## src/rtl/fb_pkg.sv

```systemverilog
package fb_pkg;
  typedef enum logic [1:0] {
    SLOT_WR  = 2'd0,
    SLOT_RD0 = 2'd1,
    SLOT_RD1 = 2'd2
  } slot_e;
endpackage

```

## src/rtl/fb_slot_timer.sv

```systemverilog
module fb_slot_timer
  import fb_pkg::*;
(
  input  logic  clk_i,
  input  logic  rst_ni,
  output slot_e slot_o
);
  slot_e slot_q;

  always_ff @(posedge clk_i or negedge rst_ni) begin
    if (!rst_ni) slot_q <= SLOT_WR;
    else begin
      unique case (slot_q)
        SLOT_WR:  slot_q <= SLOT_RD0;
        SLOT_RD0: slot_q <= SLOT_RD1;
        default:  slot_q <= SLOT_WR;
      endcase
    end
  end

  assign slot_o = slot_q;


  legal_slot_chk: assert property (@(posedge clk_i) disable iff (!rst_ni)
    slot_q == SLOT_RD1 |=> slot_q == SLOT_WR);
endmodule

```

## src/rtl/fb_wrap_ctr.sv

```systemverilog
module fb_wrap_ctr #(
  parameter int LIMIT = 76800,
  parameter int W     = $clog2(LIMIT)
) (
  input  logic         clk_i,
  input  logic         rst_ni,
  input  logic         inc_i,
  output logic [W-1:0] cnt_o
);
  localparam logic [W-1:0] LAST = W'(LIMIT - 1);
  localparam bit           POW2 = (LIMIT & (LIMIT - 1)) == 0 && LIMIT == (1 << W);

  logic [W-1:0] cnt_q;
  logic [W-1:0] cnt_nxt;

  generate
    if (POW2) begin : g_natural
      assign cnt_nxt = cnt_q + 1'b1;
    end else begin : g_cmp
      assign cnt_nxt = (cnt_q == LAST) ? '0 : cnt_q + 1'b1;
    end
  endgenerate

  always_ff @(posedge clk_i or negedge rst_ni) begin
    if (!rst_ni)    cnt_q <= '0;
    else if (inc_i) cnt_q <= cnt_nxt;
  end

  assign cnt_o = cnt_q;


  cnt_hold_chk: assert property (@(posedge clk_i) disable iff (!rst_ni)
    !inc_i |=> $stable(cnt_q));

  cnt_range_chk: assert property (@(posedge clk_i) disable iff (!rst_ni)
    32'(cnt_q) < LIMIT);
endmodule

```

## src/rtl/fb_rd_capture.sv

```systemverilog
module fb_rd_capture #(
  parameter int DATA_W = 8
) (
  input  logic              clk_i,
  input  logic              rst_ni,
  input  logic              cap_i,
  input  logic [DATA_W-1:0] dq_i,
  output logic [DATA_W-1:0] pix_o,
  output logic              vld_o
);
  always_ff @(posedge clk_i or negedge rst_ni) begin
    if (!rst_ni) begin
      pix_o <= '0;
      vld_o <= 1'b0;
    end else begin
      vld_o <= cap_i;
      if (cap_i) pix_o <= dq_i;
    end
  end
endmodule

```

## src/rtl/fb_slot_seq.sv

```systemverilog
module fb_slot_seq
  import fb_pkg::*;
#(
  parameter int H_PIX    = 320,
  parameter int V_LINES  = 240,
  parameter int DATA_W   = 8,
  parameter int ADDR_W   = $clog2(H_PIX * V_LINES)
) (
  input  logic              clk_i,
  input  logic              rst_ni,
  input  logic [DATA_W-1:0] adc_data_i,
  output logic              adc_stb_o,
  output logic [ADDR_W-1:0] sram_addr_o,
  output logic [DATA_W-1:0] sram_dq_o,
  input  logic [DATA_W-1:0] sram_dq_i,
  output logic              sram_dq_oe_o,
  output logic              sram_we_no,
  output logic              sram_oe_no,
  output logic [DATA_W-1:0] pix_o,
  output logic              pix_vld_o
);
  localparam int FRAME_PIX = H_PIX * V_LINES;

  slot_e             slot;
  logic              wr_slot, rd_slot;
  logic [ADDR_W-1:0] wr_addr, rd_addr;

  fb_slot_timer i_timer (
    .clk_i  (clk_i),
    .rst_ni (rst_ni),
    .slot_o (slot)
  );

  // gate with reset so nothing reaches the SRAM while held
  assign wr_slot = rst_ni && (slot == SLOT_WR);
  assign rd_slot = rst_ni && (slot != SLOT_WR);

  fb_wrap_ctr #(.LIMIT(FRAME_PIX), .W(ADDR_W)) i_wr_ctr (
    .clk_i  (clk_i),
    .rst_ni (rst_ni),
    .inc_i  (wr_slot),
    .cnt_o  (wr_addr)
  );

  fb_wrap_ctr #(.LIMIT(FRAME_PIX), .W(ADDR_W)) i_rd_ctr (
    .clk_i  (clk_i),
    .rst_ni (rst_ni),
    .inc_i  (rd_slot),
    .cnt_o  (rd_addr)
  );

  fb_rd_capture #(.DATA_W(DATA_W)) i_cap (
    .clk_i  (clk_i),
    .rst_ni (rst_ni),
    .cap_i  (rd_slot),
    .dq_i   (sram_dq_i),
    .pix_o  (pix_o),
    .vld_o  (pix_vld_o)
  );

  assign adc_stb_o    = wr_slot;
  assign sram_addr_o  = wr_slot ? wr_addr : rd_addr;
  assign sram_dq_o    = adc_data_i;
  assign sram_dq_oe_o = wr_slot;
  assign sram_we_no   = !wr_slot;
  assign sram_oe_no   = !rd_slot;


  stb_period_chk: assert property (@(posedge clk_i) disable iff (!rst_ni)
    adc_stb_o |=> !adc_stb_o ##1 !adc_stb_o ##1 adc_stb_o);

  no_bus_fight_chk: assert property (@(posedge clk_i) disable iff (!rst_ni)
    !sram_we_no |-> sram_oe_no && sram_dq_oe_o);

  read_released_chk: assert property (@(posedge clk_i) disable iff (!rst_ni)
    !sram_oe_no |-> sram_we_no && !sram_dq_oe_o);

  vld_after_read_chk: assert property (@(posedge clk_i) disable iff (!rst_ni)
    pix_vld_o |-> $past(!sram_oe_no));

  vld_follows_read_chk: assert property (@(posedge clk_i) disable iff (!rst_ni)
    !sram_oe_no |=> pix_vld_o);
endmodule

```

## config.mk

```make
export PLATFORM = sky130hd
export DESIGN_NAME = fb_slot_seq
export DESIGN_NICKNAME = d
export VERILOG_FILES = /design/src/rtl/fb_pkg.sv /design/src/rtl/fb_slot_timer.sv /design/src/rtl/fb_wrap_ctr.sv /design/src/rtl/fb_rd_capture.sv /design/src/rtl/fb_slot_seq.sv
export SDC_FILE = /design/constraint.sdc
export NUM_CORES = 1
export LEC_CHECK = 0
export ABC_AREA = 1
export BUFFER_PORTS_ARGS = -buffer_cell sky130_fd_sc_hd__buf_2
export CAP_MARGIN = 10
export CORE_MARGIN = 1
export CORE_UTILIZATION = 40
export CTS_BUF_LIST = sky130_fd_sc_hd__clkbuf_8
export CTS_CLUSTER_DIAMETER = 30
export DETAILED_ROUTE_END_ITERATION = 16
export MAX_ROUTING_LAYER = met4
export PLACE_DENSITY = 0.68
export SLEW_MARGIN = 0
export SYNTH_ARGS = -nofsm -noshare
export SYNTH_HDL_FRONTEND = slang
export SYNTH_SLANG_ARGS = --single-unit
```

## constraint.sdc

```tcl
create_clock -name clk_i -period 1.8 [get_ports clk_i]
set_input_delay 0.18 -clock clk_i [delete_from_list [all_inputs] [get_ports clk_i]]
set_output_delay 0.18 -clock clk_i [all_outputs]
set_load 0.05 [all_outputs]
```

# Word level (Yosys, flattened, before mapping)
# Index checks and enable logic that the tools add are counted.
[totals]
register_bits = 45
input_bits = 18
output_inout_bits = 38
word_cells = 20
[classes]
addsub = 2
n_eq_ne = 3
muxes = 4
reduce_logical = 6
[op_table]
columns = ["cell", "count"]
rows = [
  ["$mux 17", 3],
  ["$add 17x1->17 const B", 2],
  ["$eq 17x17->1 const B", 2],
  ["$pmux 2 s2", 1],
  ["$eq 2x1->1 const B", 1],
  ["$logic_and 1x1->1", 2],
  ["$logic_not 1->1", 2],
  ["$logic_not 2->1", 1],
  ["$reduce_bool 2->1", 1],
]

# Longest topological paths before layout
[logic_depth]
word_depth = 3
ltp_mapped = 9
mapped_depth_nobuf = 9

# Cells and area by module
# A second synthesis with hierarchy kept.
[unflattened]
hier_cells = 377
hier_area_um2 = 2665.1
[modules_own_cells]
columns = ["module", "n_inst", "cells_each", "area_each_um2"]
rows = [
  ["fb_wrap_ctr", 2, 134, 963.4],
  ["fb_slot_seq", 1, 69, 344.1],
  ["fb_rd_capture", 1, 35, 330.3],
  ["fb_slot_timer", 1, 5, 63.8],
]

# Least setup slack after synthesis
# OpenSTA, ideal clock, no wires.
[synth_path]
path_type = "register to output"
from = "register i_timer.slot_q[1], in the netlist i_timer.slot_o[1]"
to = "output port sram_addr_o[0]"
arrival_time_ps = 2055
t_required_ps = 1620
slack_ps = -435
path_stages_with_launch = 6
path_cell_list = "dfrtp_1 nor2_4 nand2_4 buf_6 buf_6 o21ai_0"
[synth_via]
elab_chain_len = 3
[synth_rtl]
columns = ["item", "line_no", "source"]
rows = [
  ["from (decl)", "fb_slot_timer.sv:8", "slot_e slot_q;"],
  ["from (signal assigned)", "fb_slot_timer.sv:11", "if (!rst_ni) slot_q <= SLOT_WR;"],
  ["from (signal assigned)", "fb_slot_timer.sv:14", "SLOT_WR: slot_q <= SLOT_RD0;"],
  ["from (signal assigned)", "fb_slot_timer.sv:15", "SLOT_RD0: slot_q <= SLOT_RD1;"],
  ["$logic_not 2->1", "fb_slot_seq.sv:35", "assign wr_slot = rst_ni && (slot == SLOT_WR);"],
  ["$logic_and 1x1->1", "fb_slot_seq.sv:35", ""],
  ["$mux 17", "fb_slot_seq.sv:62", "assign sram_addr_o = wr_slot ? wr_addr : rd_addr;"],
  ["to (decl)", "fb_slot_seq.sv:13", "output logic [ADDR_W-1:0] sram_addr_o,"],
]
# Every way passes these cells.

# Final worst setup path
[layout_path]
from = "register i_timer.slot_q[1], in the netlist i_timer.slot_o[1]"
to = "output port sram_addr_o[16]"
# The elaborated chain is that of the path after synthesis.

==> qor.csv <==
metric;value;unit
gr-usage-met3;4.374;%
place_area;2919;um^2
setup_slack;60.97;ps
drive_gt1_share;20.53;%
grt_pass1_wl;10780;um
outcome;finished, final reports clean;
slew_headroom;81.44;%
p_leak;1.766;nW
intPower;1.801;mW
vias;2413;
p_comb_share;27.3;%
die_w;83.42;um
min_period;1739;ps
io_pins;56;
wirelength;6133;um
use_met2;32.86;%
cp-start-kind;flop;
routed_via_density;4.865;
coreArea;6386;um^2
htree_levels;2;
hold_viol_final;0;
nets;438;
clk_path_buf_depth;2;
syn_inst;374;
cts.clk_slew.worst_paths;90;ps
drt_iter0_markers;140;
fin_crit_sh;96.61;%
required;1620;ps
whs_endpoint;i_cap.pix_o[1];
clk_latency;300;ps
reg2regPathDepth;8;
multi_input_area;1261;um^2
regArea;1126;um^2
cap_violations;0;
design_area;3141;um^2
wl_per_cell;12.36;um
ir_worst_vdd;515.3;uV
syn_area;2651;um^2
power.density;909.7;nW/um^2
firstDrtPassIters;4;
numCtsBuffers;5;
synth-seq-cells;45;
grt_pass1_vias;2370;
grt_util_met1;24.57;%
clock_sinks;45;
ys_warn_count;0;
grtUsageTotal;19.88;%
slowest_delay;440;ps
worstMarginPinSlew;276.9;ps
design.die.area;6958;um^2
ys_types;27;
p_switching;1.055;mW
critPathMaxFanout;6;
finalMaxSlewViolations;0;
root_buffer;clkbuf_8;
initial_utilization;41.52;%
fmax;575.0;MHz
busiest_layer;met2;
min_path_type;in2reg;
synth_fp_nets;394;
final_antenna_net_count;0;
reg2reg_slack;280;ps
power_frac_seq;45.2;%
dp_hpwl;4652;um
n_fill_cell;624;
grt_max_degree;21;
numPortBuffers;39;
p_sw_share;36.94;%
gp_congestion;0.8916;
ys_seq_area_share;42.47;%
crit_family;flip-flops;
regToRegEndpoint;i_rd_ctr.cnt_o[10];
dp_worst_setup_slack;202.9;ps
hold_depth;3;
antenna_found_initial;0;
clkPwrFrac;27.5;%
num_rows;29;
die_h;83.42;um
crit_arrival;1560;ps
syn_to_final_growth;18.45;%
drc;0;
slowest_stage;dfrtp_1;
hold_start;sram_dq_i[1];
crit_buf_inv;1;
avgSynthCellArea;7.089;um^2
path_cells;nor2_4 > nand2_4 > nor2_2 > o21bai_2 > buf_2;
path_class;reg2out;
n_antenna_cell;0;
fin_skew;4.785;ps
cp-end-kind;primary output;
timing.rr.start;i_rd_ctr.cnt_o[0];
finalSetupViolCount;0;
cts_tree;done;
grt.overflow.total;0;
## worst register-to-register path, delay by kind of cell, from the launching register on
| kind | cells | cell delay, ps |
|---|---|---|
| adders and majority gates | 1 | 220 |
| and+or+nand+nor | 7 | 760 |
| DFF | 1 | 430 |
## power groups by stage
stage / sequential (mW) / clock [mW] / combinational (mW)
floorplan: 1.33 / 0 / 0.565
global placement: 1.31 / 0 / 0.736
detailed placement: 1.31 / 0 / 0.750
CTS: 1.29 / 0.801 / 0.774
global route: 1.32 / 0.845 / 0.847
finish: 1.29 / 0.786 / 0.779
## layout make-up
| type | count | area share [%] |
|---|---|---|
| Inverter | 49 | 6.016 |
| Timing Repair Buffer | 52 | 11.24 |
| Multi-Input combinational cell | 265 | 40.16 |
| Clock inverter | 3 | 1.474 |
| Tap cell | 77 | 3.068 |
| Clock buffer | 5 | 2.191 |
| Sequential cell | 45 | 35.86 |
## state kept, by name, summed over array words and instances (netlist names)
name            cells
i_cap.vld_o         1
i_rd_ctr.cnt_o     17
i_wr_ctr.cnt_o     17
i_timer.slot_o      2
i_cap.pix_o         8
## cells by family after synthesis
| logic type | share of synthesized area (%) |
|---|---|
| and+or+nand+nor | 37.38 |
| buffers and inverters | 11.09 |
| DFF | 42.47 |
| AOI/OAI and AO/OA | 5.144 |
| xor gates and xnor gates | 2.973 |
| adders and majority gates | 0.9437 |
## worst max path at each step
stage | startpoint | to | slack, ps | cells past startpoint
final | i_timer.slot_o[1] | sram_addr_o[16] | 60 | 5
after global routing | i_timer.slot_o[1] | sram_addr_o[16] | -7 | 5
after CTS | i_timer.slot_o[1] | sram_addr_o[0] | -3 | 5
after detailed placement | i_timer.slot_o[1] | sram_addr_o[12] | 200 | 6
after global placement | i_timer.slot_o[1] | sram_addr_o[12] | 220 | 6
after floorplan | i_timer.slot_o[1] | sram_addr_o[10] | -220 | 5
## layout by cell type (no fill, tap or decap), types with 2 or more instances in the layout
cell type  netlist  routed
buf_4            9      22
nand4_1          7       7
a21oi_1          6       6
nor2_2           5       5
nand3_2          2       2
dfrtp_1         45      45
o21ai_1          5       5
nor2_1          53      53
o21ai_0         13       6
nand2_1        123     123
nand3_1         25      25
ha_1             2       2
clkbuf_4         0       3
o21ai_2          1       8
nand2_2          3       3
clkbuf_8         0       5
buf_6            2       4
nor2_4           4       4
xor2_1           9       9
buf_2            4      22
inv_1           48      48
## cells in the mapped netlist (all sizes together)
cell / instances / area (um^2)
a21oi: 6 / 30.03
and3: 1 / 6.260
buf: 15 / 110.1
dfrtp: 45 / 1126
ha: 2 / 25.02
inv: 49 / 183.9
nand2: 127 / 491.7
nand3: 27 / 145.1
nand3b: 1 / 7.510
nand4: 7 / 43.79
nor2: 62 / 275.3
nor3: 2 / 15.01
o21ai: 19 / 98.84
o21bai: 1 / 7.510
or2: 1 / 6.260
xor2: 9 / 78.83
## layer usage
layer,up-vias,share of wire [%]
li1,1236,-
met1,1105,46
met2,61,48
met3,11,4.4
met4,0,1.4
met5,-,0
## per-stage QoR
stage | util, % | hold slack [ps] | setup TNS (ps) | cells | total power, mW
after floorplan | - | -115.6 | -944.2 | 374 | 1.891
after global placement | 45.71 | 34.45 | 0 | 483 | 2.042
after detailed placement | 45.71 | 29.09 | 0 | 483 | 2.058
after CTS | 48.39 | 54.45 | -4.537 | 493 | 2.865
after global routing | 49.18 | 54.62 | -14.54 | 496 | 3.008
final | 49.18 | 59.24 | 0 | 496 | 2.857
## repair_timing
action | CTS | global route
endpoints found under the hold margin | 40 | 0
setup buffers | 1 | 3
hold buffers | 1 | 0
gates resized for setup | 15 | 10
pin swaps | 1 | 2
setup endpoints to repair | 19 | 20
(Power assumes the default switching activity.)
